==> src/rtl/brsq_pkg.sv <==
package brsq_pkg;
  typedef struct packed {
    logic ctrl;
    logic ser;
    logic mem;
    logic cdelay;
    logic ptaken;
    logic mispred;
    logic rtaken;
    logic fault;
  } slot_flags_t;

  typedef enum logic [2:0] {
    CNT_PT_WRONG  = 3'd0,
    CNT_PNT_WRONG = 3'd1,
    CNT_WRONG     = 3'd2,
    CNT_RIGHT     = 3'd3,
    CNT_EXEC      = 3'd4
  } cnt_idx_e;

  localparam int unsigned NUM_CNT = 5;
endpackage

==> src/rtl/brsq_admit.sv <==
module brsq_admit
  import brsq_pkg::*;
#(
  parameter int unsigned N = 2
) (
  input  logic [N-1:0] valid_i,
  input  slot_flags_t  flags_i [N],
  output logic [N-1:0] done_o,
  output logic         mem_err_o
);
  logic [N-1:0] mem_vec;

  for (genvar i = 0; i < N; i++) begin : g_mem
    assign mem_vec[i] = valid_i[i] & flags_i[i].mem;
  end
  assign mem_err_o = |mem_vec;

  // lowest slot first; barrier and control seen live only within this cycle
  always_comb begin
    logic barrier;
    logic ctrl_seen;
    barrier   = 1'b0;
    ctrl_seen = 1'b0;
    done_o    = '0;
    for (int i = 0; i < N; i++) begin
      if (valid_i[i] && !flags_i[i].mem && !barrier &&
          !(flags_i[i].ctrl && ctrl_seen)) begin
        done_o[i] = 1'b1;
        barrier   = barrier | flags_i[i].ser;
        ctrl_seen = ctrl_seen | flags_i[i].ctrl;
      end
    end
  end
endmodule

==> src/rtl/brsq_resolve.sv <==
module brsq_resolve
  import brsq_pkg::*;
#(
  parameter int unsigned N           = 2,
  parameter int unsigned SEQ_W       = 16,
  parameter int unsigned TID_W       = 2,
  parameter int unsigned PC_W        = 32,
  parameter int unsigned PC_STEP     = 4,
  parameter bit          DELAY_SLOTS = 1'b1
) (
  input  logic [N-1:0]       done_i,
  input  slot_flags_t        flags_i [N],
  input  logic [N*SEQ_W-1:0] seq_i,
  input  logic [N*TID_W-1:0] tid_i,
  input  logic [N*PC_W-1:0]  pc_i,
  input  logic [N*PC_W-1:0]  tgt_i,
  output logic               hit_o,
  output logic [SEQ_W-1:0]   bound_o,
  output logic [TID_W-1:0]   tid_o,
  output logic [PC_W-1:0]    npc_o,
  output logic               keep_o,
  output logic               fatal_o
);
  localparam logic [SEQ_W-1:0] BOUND_OFS = DELAY_SLOTS ? SEQ_W'(1) : '0;
  localparam logic [PC_W-1:0]  STEP      = PC_W'(PC_STEP);

  logic [N-1:0]     hit;
  logic [N-1:0]     fatal;
  logic [N-1:0]     keep;
  logic [SEQ_W-1:0] bound [N];
  logic [PC_W-1:0]  npc   [N];

  for (genvar i = 0; i < N; i++) begin : g_slot
    logic [SEQ_W-1:0] seq_s;
    logic [PC_W-1:0]  pc_s;
    assign seq_s    = seq_i[i*SEQ_W +: SEQ_W];
    assign pc_s     = pc_i[i*PC_W +: PC_W];
    assign hit[i]   = done_i[i] & flags_i[i].ctrl & flags_i[i].mispred & ~flags_i[i].fault;
    assign fatal[i] = done_i[i] & ~flags_i[i].ctrl & flags_i[i].mispred & ~flags_i[i].fault;
    assign bound[i] = flags_i[i].cdelay ? seq_s : seq_s + BOUND_OFS;
    assign keep[i]  = flags_i[i].cdelay & ~flags_i[i].ptaken;
    assign npc[i]   = flags_i[i].rtaken ? tgt_i[i*PC_W +: PC_W] : pc_s + STEP;
  end

  assign hit_o   = |hit;
  assign fatal_o = |fatal;

  // descending walk so the lowest hit slot wins
  always_comb begin
    bound_o = '0;
    tid_o   = '0;
    npc_o   = '0;
    keep_o  = 1'b0;
    for (int i = N - 1; i >= 0; i--) begin
      if (hit[i]) begin
        bound_o = bound[i];
        tid_o   = tid_i[i*TID_W +: TID_W];
        npc_o   = npc[i];
        keep_o  = keep[i];
      end
    end
  end
endmodule

==> src/rtl/brsq_stats.sv <==
module brsq_stats
  import brsq_pkg::*;
#(
  parameter int unsigned N     = 2,
  parameter int unsigned CNT_W = 32
) (
  input  logic             clk_i,
  input  logic             rst_ni,
  input  logic [N-1:0]     done_i,
  input  slot_flags_t      flags_i [N],
  output logic [CNT_W-1:0] cnt_o [NUM_CNT]
);
  localparam int unsigned INC_W = $clog2(N + 1);

  logic [N-1:0] ev [NUM_CNT];

  for (genvar i = 0; i < N; i++) begin : g_ev
    logic ok;
    assign ok = done_i[i] & ~flags_i[i].fault;
    assign ev[CNT_PT_WRONG][i]  = ok & flags_i[i].ctrl & flags_i[i].mispred & flags_i[i].ptaken;
    assign ev[CNT_PNT_WRONG][i] = ok & flags_i[i].ctrl & flags_i[i].mispred & ~flags_i[i].ptaken;
    assign ev[CNT_WRONG][i]     = ok & flags_i[i].ctrl & flags_i[i].mispred;
    assign ev[CNT_RIGHT][i]     = ok & flags_i[i].ctrl & ~flags_i[i].mispred;
    assign ev[CNT_EXEC][i]      = ok;
  end

  for (genvar c = 0; c < NUM_CNT; c++) begin : g_cnt
    logic [INC_W-1:0] inc;
    logic [CNT_W:0]   sum;
    logic [CNT_W-1:0] cnt_q;

    always_comb begin
      inc = '0;
      for (int i = 0; i < N; i++) inc = inc + INC_W'(ev[c][i]);
    end

    assign sum = {1'b0, cnt_q} + (CNT_W + 1)'(inc);

    always_ff @(posedge clk_i or negedge rst_ni) begin
      if (!rst_ni)         cnt_q <= '0;
      else if (sum[CNT_W]) cnt_q <= '1;
      else                 cnt_q <= sum[CNT_W-1:0];
    end

    assign cnt_o[c] = cnt_q;
  end
endmodule

==> src/rtl/brsq_ctrl.sv <==
module brsq_ctrl
  import brsq_pkg::*;
#(
  parameter int unsigned N           = 2,
  parameter int unsigned SEQ_W       = 16,
  parameter int unsigned TID_W       = 2,
  parameter int unsigned PC_W        = 32,
  parameter int unsigned STAGE_W     = 3,
  parameter int unsigned CNT_W       = 32,
  parameter int unsigned PC_STEP     = 4,
  parameter bit          DELAY_SLOTS = 1'b1
) (
  input  logic               clk_i,
  input  logic               rst_ni,
  input  logic [N-1:0]       valid_i,
  input  logic [N*SEQ_W-1:0] seq_i,
  input  logic [N*TID_W-1:0] tid_i,
  input  logic [N*PC_W-1:0]  pc_i,
  input  logic [N*PC_W-1:0]  tgt_i,
  input  logic [N-1:0]       ctrl_i,
  input  logic [N-1:0]       ser_i,
  input  logic [N-1:0]       mem_i,
  input  logic [N-1:0]       cdelay_i,
  input  logic [N-1:0]       ptaken_i,
  input  logic [N-1:0]       mispred_i,
  input  logic [N-1:0]       rtaken_i,
  input  logic [N-1:0]       fault_i,
  input  logic [STAGE_W-1:0] stage_i,
  output logic [N-1:0]       done_o,
  output logic [N-1:0]       fault_o,
  output logic               squash_valid_o,
  output logic [SEQ_W-1:0]   squash_seq_o,
  output logic [TID_W-1:0]   squash_tid_o,
  output logic [STAGE_W-1:0] squash_stage_o,
  output logic [PC_W-1:0]    redirect_pc_o,
  output logic               dslot_keep_o,
  output logic               err_mem_o,
  output logic               err_fatal_o,
  output logic [CNT_W-1:0]   cnt_pt_wrong_o,
  output logic [CNT_W-1:0]   cnt_pnt_wrong_o,
  output logic [CNT_W-1:0]   cnt_wrong_o,
  output logic [CNT_W-1:0]   cnt_right_o,
  output logic [CNT_W-1:0]   cnt_exec_o
);
  slot_flags_t      flags [N];
  logic             mem_err;
  logic             hit;
  logic             fatal;
  logic             keep;
  logic [SEQ_W-1:0] bound;
  logic [TID_W-1:0] hit_tid;
  logic [PC_W-1:0]  npc;
  logic [CNT_W-1:0] cnt [NUM_CNT];

  for (genvar i = 0; i < N; i++) begin : g_flags
    assign flags[i] = '{ctrl: ctrl_i[i], ser: ser_i[i], mem: mem_i[i],
                        cdelay: cdelay_i[i], ptaken: ptaken_i[i],
                        mispred: mispred_i[i], rtaken: rtaken_i[i],
                        fault: fault_i[i]};
  end

  brsq_admit #(.N(N)) u_admit (
    .valid_i   (valid_i),
    .flags_i   (flags),
    .done_o    (done_o),
    .mem_err_o (mem_err)
  );

  assign fault_o = done_o & fault_i;

  brsq_resolve #(
    .N(N), .SEQ_W(SEQ_W), .TID_W(TID_W), .PC_W(PC_W),
    .PC_STEP(PC_STEP), .DELAY_SLOTS(DELAY_SLOTS)
  ) u_resolve (
    .done_i  (done_o),
    .flags_i (flags),
    .seq_i   (seq_i),
    .tid_i   (tid_i),
    .pc_i    (pc_i),
    .tgt_i   (tgt_i),
    .hit_o   (hit),
    .bound_o (bound),
    .tid_o   (hit_tid),
    .npc_o   (npc),
    .keep_o  (keep),
    .fatal_o (fatal)
  );

  brsq_stats #(.N(N), .CNT_W(CNT_W)) u_stats (
    .clk_i   (clk_i),
    .rst_ni  (rst_ni),
    .done_i  (done_o),
    .flags_i (flags),
    .cnt_o   (cnt)
  );

  always_ff @(posedge clk_i or negedge rst_ni) begin
    if (!rst_ni) begin
      squash_valid_o <= 1'b0;
      squash_seq_o   <= '0;
      squash_tid_o   <= '0;
      squash_stage_o <= '0;
      redirect_pc_o  <= '0;
      dslot_keep_o   <= 1'b0;
      err_mem_o      <= 1'b0;
      err_fatal_o    <= 1'b0;
    end else begin
      squash_valid_o <= hit;
      err_mem_o      <= mem_err;
      err_fatal_o    <= fatal;
      dslot_keep_o   <= hit & keep;
      if (hit) begin
        squash_seq_o   <= bound;
        squash_tid_o   <= hit_tid;
        squash_stage_o <= stage_i;
        redirect_pc_o  <= npc;
      end
    end
  end

  assign cnt_pt_wrong_o  = cnt[CNT_PT_WRONG];
  assign cnt_pnt_wrong_o = cnt[CNT_PNT_WRONG];
  assign cnt_wrong_o     = cnt[CNT_WRONG];
  assign cnt_right_o     = cnt[CNT_RIGHT];
  assign cnt_exec_o      = cnt[CNT_EXEC];
endmodule

==> config.mk <==
export PLATFORM = sky130hd
export DESIGN_NAME = brsq_ctrl
export DESIGN_NICKNAME = d
export VERILOG_FILES = /design/src/rtl/brsq_pkg.sv /design/src/rtl/brsq_admit.sv /design/src/rtl/brsq_resolve.sv /design/src/rtl/brsq_stats.sv /design/src/rtl/brsq_ctrl.sv
export SDC_FILE = /design/constraint.sdc
export NUM_CORES = 1
export LEC_CHECK = 0
export ABC_CLOCK_PERIOD_IN_PS = 3300
export BUFFER_PORTS_ARGS = -buffer_cell sky130_fd_sc_hd__buf_2
export CAP_MARGIN = 20
export CORE_AREA = 2 2 160 162
export DETAILED_ROUTE_END_ITERATION = 7
export DIE_AREA = 0 0 162 164
export GPL_TIMING_DRIVEN = 0
export MAX_ROUTING_LAYER = met4
export PLACE_DENSITY_LB_ADDON = 0.12
export SYNTH_ARGS = -nofsm -noshare
export SYNTH_HDL_FRONTEND = slang
export SYNTH_SLANG_ARGS = --single-unit
==> constraint.sdc <==
create_clock -name clk_i -period 3.3 [get_ports clk_i]
set_input_delay 0.495 -clock clk_i [delete_from_list [all_inputs] [get_ports clk_i]]
set_output_delay 0.495 -clock clk_i [all_outputs]
set_load 0.005 [all_outputs]
==> flow_summary.toml, run 1 <==
[outcome]
result_of_the_run = "finished with violations"
violated_checks = "hold timing"

[floorplan]
rows = 58
fp.dieW_um = 162
ioPinCount = 408
die_area_mm2 = 0.0266
floorplan.die.height_um = 164
initial_utilization = 0.511
fp.coreArea_mm2 = 0.0248

[routing]
drt-vias-per-instance = 5.77
routed_wirelength_um = 43100
avgRoutedWirePerCell_um = 19.6
drt.antenna.violating_nets = 0
firstDrtPassIters = 5
detail_route.iter0.violations = 1049
detail_route.drc_violations = 0
vias = 12690

[place]
dp.final_hpwl_um = 32900
buffer_ports.inserted = 405
place_congestion = 0.946
placed_cells = 2130

[flow_run]
cap_violations = 0

[timing]
hold_violations = 1
clk_skew_ns = 0.0145
maxClockFrequency_mhz = 318
finalSetupViolations = 0
worst_pin_slew_ns = 0.865
layout_min_cycle_time_ns = 3.14
timing.final.crit_share = 0.952
fin_tns_setup_ns = 0
timing.slew.headroom = 0.424
fin_worst_hold_slack_ns = -0.000216
max_transition_viols_final = 0

[finish]
regArea_mm2 = 0.00543
final.fill_count = 2138
layout-drive-gt1-share = 0.282
final_cell_count_no_fill = 2201
area_growth_syn_to_layout_pct = 29.6
layout.nets = 2032
multi_input_combinational_cell_area_mm2 = 0.00698

[power_and_ir_drop]
cell_leakage_power_uw = 0.00841
irDropWorstVdd_mv = 0.465
power-per-cell-area_mw_per_mm2 = 470
post-layout-total-power_uw = 7720

[grt]
antenna_violations_before_repair = 18
leftover_overflow_at_the_end_of_global_routing = 0
number_of_global_route_vias_before_repair = 11949
grt_first_pass_wirelength_um = 66100
grt_use_total = 0.326
grt_start_max_net_pins = 111

[setup_path]
critPathCaptureType = "flip-flop"
worst-setup-path-type = "primary input to flip-flop"
cp_data_arrival_time_ns = 3.63
cp-start-kind = "primary input"
critPathMaxFanout = 10
worst-endpoint-required_ns = 3.79

[clock_network]
root_buffer = "sky130_fd_sc_hd__clkbuf_16"
max-clock-path-buffers = 3
clkLatencyLatePin_ns = 0.55
cts-buffers-inserted = 26
cts.sinks = 217
clkTransAtPathRegs_ns = 0.06
ctsHtreeMaxLevel = 1
tritoncts = "done"

[logic_synthesis]
synth_seq_cells = 217
async_reset_ff_frac = 1.00
synth.net_count = 1595
ys.warnings.count = 0
postSynthAreaPerCell_um2 = 9.10
cell_count_after_synthesis = 1394
synth_area_mm2 = 0.0127
netlist-cell-type-count = 61
synth_enable_flop_cells = 0
yosysSeqAreaShare = 0.428
ys_dominant_reg_cell = "sky130_fd_sc_hd__dfrtp_1"

[min_path]
min-delay-path-class = "primary input to async pin"
## cell usage in the layout, fill, tap and decap left out, types with 19 or more instances in the layout
| cell type | synthesis | routed |
|---|---|---|
| sky130_fd_sc_hd__nand2_1 | 222 | 221 |
| sky130_fd_sc_hd__buf_2 | 2 | 405 |
| sky130_fd_sc_hd__and4_1 | 36 | 36 |
| sky130_fd_sc_hd__nor2_1 | 51 | 50 |
| sky130_fd_sc_hd__o221ai_1 | 24 | 24 |
| sky130_fd_sc_hd__nor4_1 | 21 | 19 |
| sky130_fd_sc_hd__nand4_1 | 61 | 61 |
| sky130_fd_sc_hd__diode_2 | 0 | 20 |
| sky130_fd_sc_hd__nor3_1 | 45 | 42 |
| sky130_fd_sc_hd__inv_1 | 29 | 28 |
| sky130_fd_sc_hd__a21oi_1 | 28 | 28 |
| sky130_fd_sc_hd__nand2b_1 | 20 | 20 |
| sky130_fd_sc_hd__xor2_1 | 84 | 84 |
| sky130_fd_sc_hd__nand3_1 | 75 | 73 |
| sky130_fd_sc_hd__clkbuf_1 | 56 | 40 |
| sky130_fd_sc_hd__and3_1 | 55 | 54 |
| sky130_fd_sc_hd__clkbuf_16 | 0 | 26 |
| sky130_fd_sc_hd__o21ai_0 | 47 | 47 |
| sky130_fd_sc_hd__xnor2_1 | 86 | 86 |
| sky130_fd_sc_hd__a31oi_1 | 32 | 32 |
| sky130_fd_sc_hd__dfrtp_1 | 217 | 217 |
## state kept, by name (all words and copies together) (netlist names)
register             cells
err_mem_o                1
squash_seq_o            16
dslot_keep_o             1
squash_stage_o           3
squash_tid_o             2
redirect_pc_o           32
err_fatal_o              1
squash_valid_o           1
u_stats.g_cnt.cnt_q    160
## cell type report
cell class	count	area share
tap	330	0.0251
multi-input combinational	1081	0.424
clock buffer	32	0.0440
buffer	61	0.0195
clock inverter	16	0.0177
inverter	31	0.00731
sequential	217	0.330
timing repair buffer	413	0.129
antenna	20	0.00304
## worst max-delay path: stages
cell                      delay (ns)
sky130_fd_sc_hd__buf_2          0.11
sky130_fd_sc_hd__nor2b_2        0.21
sky130_fd_sc_hd__o21ai_0        0.17
sky130_fd_sc_hd__or2_2          0.33
sky130_fd_sc_hd__fa_1           0.45
sky130_fd_sc_hd__inv_1          0.09
sky130_fd_sc_hd__ha_2           0.26
sky130_fd_sc_hd__nand3_4        0.13
sky130_fd_sc_hd__or4_4          0.60
sky130_fd_sc_hd__or3_1          0.41
sky130_fd_sc_hd__buf_6          0.15
sky130_fd_sc_hd__buf_6          0.14
sky130_fd_sc_hd__nand2_1        0.06
## routing by layer
metal | GRT usage | vias up | share of wire
li1 | - | 5965 | -
met3 | 0.0942 | 91 | 0.093
met1 | 0.402 | 6148 | 0.40
met2 | 0.517 | 486 | 0.47
met4 | 0.111 | 0 | 0.033
met5 | - | - | 0
## power breakdown
part	switching, µW	internal [µW]
clock	1230	2120
combinational	634	567
sequential	241	2930
total	2100	5620
## path summary, 6_finish.rpt
kind | endpoint | cells past startpoint | startpoint | slack, ns
worst max-delay path | u_stats.g_cnt[4].cnt_q[20] | 13 | mem_i[1] | 0.16
worst min-delay path | u_stats.g_cnt[0].cnt_q[10] | 1 | rst_ni | -0.0002
worst max register to register | u_stats.g_cnt[4].cnt_q[20] | 10 | u_stats.g_cnt[4].cnt_q[0] | 0.48
worst min register to register | squash_tid_o[0] | 2 | squash_tid_o[0] | 0.48
max in group asynchronous | u_stats.g_cnt[2].cnt_q[19] | 2 | rst_ni | 2.23
min in group clk_i | squash_tid_o[1] | 3 | tid_i[3] | 0.18
## cell families (layout without fill, tap and decap cells)
family,after synthesis,in the layout,share of synthesized area
AO/OA/AOI/OAI,219,219,0.118
flip-flops,217,217,0.428
buffers and inverters,96,553,0.0304
other,0,20,0
AND/OR/NAND/NOR,655,655,0.270
adder cells (fa/ha/maj),14,14,0.0168
multiplexers,23,23,0.0194
XOR/XNOR,170,170,0.117
## cell usage after synthesis, drive strengths merged, types with 3 or more instances
cell | count | area (µm²)
clkbuf | 56 | 210
o31a | 8 | 70.1
ha | 9 | 113
nor2 | 51 | 191
dfrtp | 217 | 5430
nor4 | 21 | 131
mux2 | 13 | 146
a21oi | 28 | 140
nand4b | 3 | 26.3
xor2 | 84 | 736
a31oi | 32 | 200
fa | 5 | 100
o211ai | 10 | 75.1
o21ai | 47 | 235
buf | 9 | 58.8
or3 | 12 | 75.1
and2 | 12 | 75.1
nor2b | 12 | 75.1
o221ai | 24 | 210
nand2 | 222 | 833
o31ai | 17 | 128
nand4 | 62 | 394
o21a | 7 | 52.6
or4 | 9 | 71.3
a221o | 8 | 80.1
and3 | 55 | 344
or2 | 6 | 37.5
nor3 | 45 | 225
a211oi | 3 | 22.5
a21o | 5 | 37.5
xnor2 | 86 | 753
inv | 29 | 109
a22oi | 10 | 75.1
nor3b | 5 | 37.5
and4 | 36 | 315
a41oi | 8 | 70.1
nand2b | 20 | 125
nand3 | 76 | 393
mux2i | 10 | 100
## timing repair
action                     CTS  global route
resized for setup           20            18
hold buffers                 0             0
buffers inserted             3             4
setup endpoints to repair  122           108
pin swaps                    0             3
## stage by stage
| step | util | cell area [µm²] | setup slack [ns] |
|---|---|---|---|
| finish | 0.662 | 16400 | 0.160 |
| global route | 0.662 | 16400 | -0.0202 |
| CTS | 0.658 | 16300 | 0.0152 |
| detailed placement | 0.614 | 15200 | -1.26 |
| global placement | 0.612 | 15200 | -2.15 |
| floorplan | - | 12800 | -0.0121 |
Note: power is estimated with default switching activity, not from simulation.
==> inputs of run 2 (changes only) <==
--- a/config.mk
+++ b/config.mk
@@ -8,9 +8,11 @@
 export ABC_CLOCK_PERIOD_IN_PS = 3300
 export BUFFER_PORTS_ARGS = -buffer_cell sky130_fd_sc_hd__buf_2
 export CAP_MARGIN = 20
-export CORE_AREA = 2 2 160 162
+export CELL_PAD_IN_SITES_DETAIL_PLACEMENT = 1
+export CELL_PAD_IN_SITES_GLOBAL_PLACEMENT = 1
+export CORE_AREA = 2 2 186 188
 export DETAILED_ROUTE_END_ITERATION = 7
-export DIE_AREA = 0 0 162 164
+export DIE_AREA = 0 0 188 190
 export GPL_TIMING_DRIVEN = 0
 export MAX_ROUTING_LAYER = met4
 export PLACE_DENSITY_LB_ADDON = 0.12
==> run 2 against run 1 <==
- the run now ends clean
- critical path depth rose by 4
- utilization is 18 points lower
- first-iteration DRC count fell by 56%
- maximum frequency up 1.1%
- cell count increased by 6.1%
- critical path type unchanged
- critical endpoint is now u_stats.g_cnt[2].cnt_q[9]
- largest power group is now registers
==> flow_summary.toml, run 2 (synthesis gave the netlist of run 1 again) <==
[setup_path]
cp-start-kind = "primary input"
reg2reg_launch_point = "u_stats.g_cnt[4].cnt_q[0]"
critPathMaxFanout = 10
cp_data_arrival_time_ns = 3.57
launching_instance_or_port_of_the_critical_path = "fault_i[0]"
setup.reg_to_reg.worst_slack_ns = 0.47
worst-setup-path-type = "primary input to flip-flop"
worst-endpoint-required_ns = 3.76
endpoint_of_the_worst_register_to_register_path = "u_stats.g_cnt[4].cnt_q[16]"
worst_r2r_path_depth = 10
endpoint = "u_stats.g_cnt[2].cnt_q[9]"
critPathCaptureType = "flip-flop"

[timing]
grt_setup_unrepaired = "no"
layout_min_cycle_time_ns = 3.11
maxClockFrequency_mhz = 322
clk_skew_ns = 0.0270
max_transition_viols_final = 0
worst_pin_slew_ns = 0.932
fin_tns_setup_ns = 0
timing.slew.headroom = 0.376
finalSetupViolations = 0
hold_violations = 0
timing.final.crit_share = 0.942

[finish]
layout-drive-gt1-share = 0.279
layout_commonest_cell = "sky130_fd_sc_hd__buf_2"
final.fill_count = 4094
top_regs = "u_stats.g_cnt.cnt_q x160, redirect_pc_o x32, squash_seq_o x16"
layout.cells.most_common_list = "sky130_fd_sc_hd__buf_2 (406), sky130_fd_sc_hd__nand2_1 (221), sky130_fd_sc_hd__dfrtp_1 (217)"
largest_register_ffs = 160
layout.nets = 2036
regMostFlops = "u_stats.g_cnt.cnt_q"
area_growth_syn_to_layout_pct = 30.3

[clock_network]
clkLatencyLatePin_ns = 0.54
ctsHtreeMaxLevel = 1
cts-buffers-inserted = 27
max-clock-path-buffers = 3
tritoncts = "done"
root_buffer = "sky130_fd_sc_hd__clkbuf_16"
cts.sinks = 217
clkTransAtPathRegs_ns = 0.06

[routing]
firstDrtPassIters = 5
vias = 12732
top_layer_used = "met4"
routed_wirelength_um = 47700
detail_route.iter0.violations = 463
wl_met2_um = 22800
avgRoutedWirePerCell_um = 20.4
routedLengthMet1_um = 19600
drt-vias-per-instance = 5.45
drt.antenna.violating_nets = 0
wl_met3_um = 4000
detail_route.drc_violations = 0

[place]
dp.final_hpwl_um = 36700
place_congestion = 0.894
buffer_ports.inserted = 405

[grt]
grt_start_max_net_pins = 107
grt_use_total = 0.266
antenna_violations_before_repair = 27
leftover_overflow_at_the_end_of_global_routing = 0
grt_first_pass_wirelength_um = 73400
number_of_global_route_vias_before_repair = 12957

[floorplan]
initial_utilization = 0.374
ioPinCount = 408
rows = 68
fp.dieW_um = 188
fp.coreArea_mm2 = 0.0339
floorplan.die.height_um = 190
die_area_mm2 = 0.0357

[power_and_ir_drop]
cell_leakage_power_uw = 0.00836
irDropWorstVdd_mv = 0.388
post-layout-total-power_uw = 7390
power-per-cell-area_mw_per_mm2 = 447

[min_path]
min-delay-path-class = "primary input to flip-flop"

[flow_run]
cap_violations = 0

[outcome]
result_of_the_run = "finished, final reports clean"
==> run 2: cell count changes in the layout (fill, tap and decap cells not counted), sizes merged <==
cell	before	now
clkbuf	84	90
diode	20	27
dlygate4sd3	0	1
buf	422	428
clkinv	10	4
bufinv	7	2
==> run 2: worst min path at each step <==
| stage | endpoint | startpoint | depth (start not counted) |
|---|---|---|---|
| floorplan | dslot_keep_o | rst_ni | 0 |
| global placement | squash_tid_o[1] | squash_tid_o[1] | 2 |
| finish | squash_tid_o[1] | tid_i[3] | 3 |
| CTS | squash_tid_o[1] | tid_i[3] | 3 |
| global route | squash_tid_o[1] | tid_i[3] | 3 |
| detailed placement | u_stats.g_cnt[0].cnt_q[13] | rst_ni | 1 |
==> run 2: what timing repair did <==
action / CTS / global route
setup buffers: 5 / 4
pin swaps: 0 / 4
resized for setup: 25 / 12
endpoints found under the setup margin: 122 / 112
hold endpoints to repair: 21 / 0
hold buffers: 1 / 0
==> run 2: worst max-delay path: stages <==
cell and delay [ns]:
sky130_fd_sc_hd__buf_2 0.12, sky130_fd_sc_hd__nor3b_4 0.27, sky130_fd_sc_hd__and3_4 0.29, sky130_fd_sc_hd__inv_1 0.07, sky130_fd_sc_hd__buf_2 0.20, sky130_fd_sc_hd__buf_6 0.19, sky130_fd_sc_hd__fa_1 0.41, sky130_fd_sc_hd__inv_1 0.12
sky130_fd_sc_hd__ha_4 0.17, sky130_fd_sc_hd__nand3_2 0.15, sky130_fd_sc_hd__nor3_4 0.20, sky130_fd_sc_hd__and3_1 0.19, sky130_fd_sc_hd__buf_4 0.16, sky130_fd_sc_hd__nand4_1 0.14, sky130_fd_sc_hd__buf_4 0.18, sky130_fd_sc_hd__buf_4 0.14
sky130_fd_sc_hd__o21ai_0 0.07
==> run 2: layout make-up <==
cell class / instances / area (µm²) / area share
diodes: 27 / 67.6 / 0.00409
well taps: 455 / 569 / 0.0344
clock inverters: 5 / 78.8 / 0.00477
flip-flops and latches: 217 / 5430 / 0.328
plain buffers: 60 / 315 / 0.0191
clock buffers: 42 / 802 / 0.0485
inverters: 31 / 120 / 0.00727
multi-input cells: 1081 / 6980 / 0.422
repair buffers: 417 / 2170 / 0.131
==> run 2: per-stage QoR <==
step / std cells / cell area (µm²) / hold slack [ns] / utilization / setup slack (ns)
2_1_floorplan: 1394 / 12800 / 0.199 / - / -0.0121
3_3_place_gp: 2254 / 15400 / 0.458 / 0.452 / -2.39
3_5_place_dp: 2256 / 15400 / 0.353 / 0.454 / -1.41
4_1_cts: 2306 / 16400 / 0.151 / 0.484 / 0.00156
5_1_grt: 2335 / 16500 / 0.170 / 0.487 / 0.0159
6_report: 2335 / 16500 / 0.171 / 0.487 / 0.193
==> run 2: power breakdown <==
part	switching, µW	total (µW)	internal (µW)
sequential	241	3180	2930
clock	1180	2990	1810
combinational	657	1230	571
total	2080	7390	5310
==> run 2: routing by layer <==
metal | track usage | up-vias
met4 | 0.0800 | 0
li1 | - | 5970
met5 | - | -
met3 | 0.0860 | 68
met1 | 0.319 | 6339
met2 | 0.429 | 355
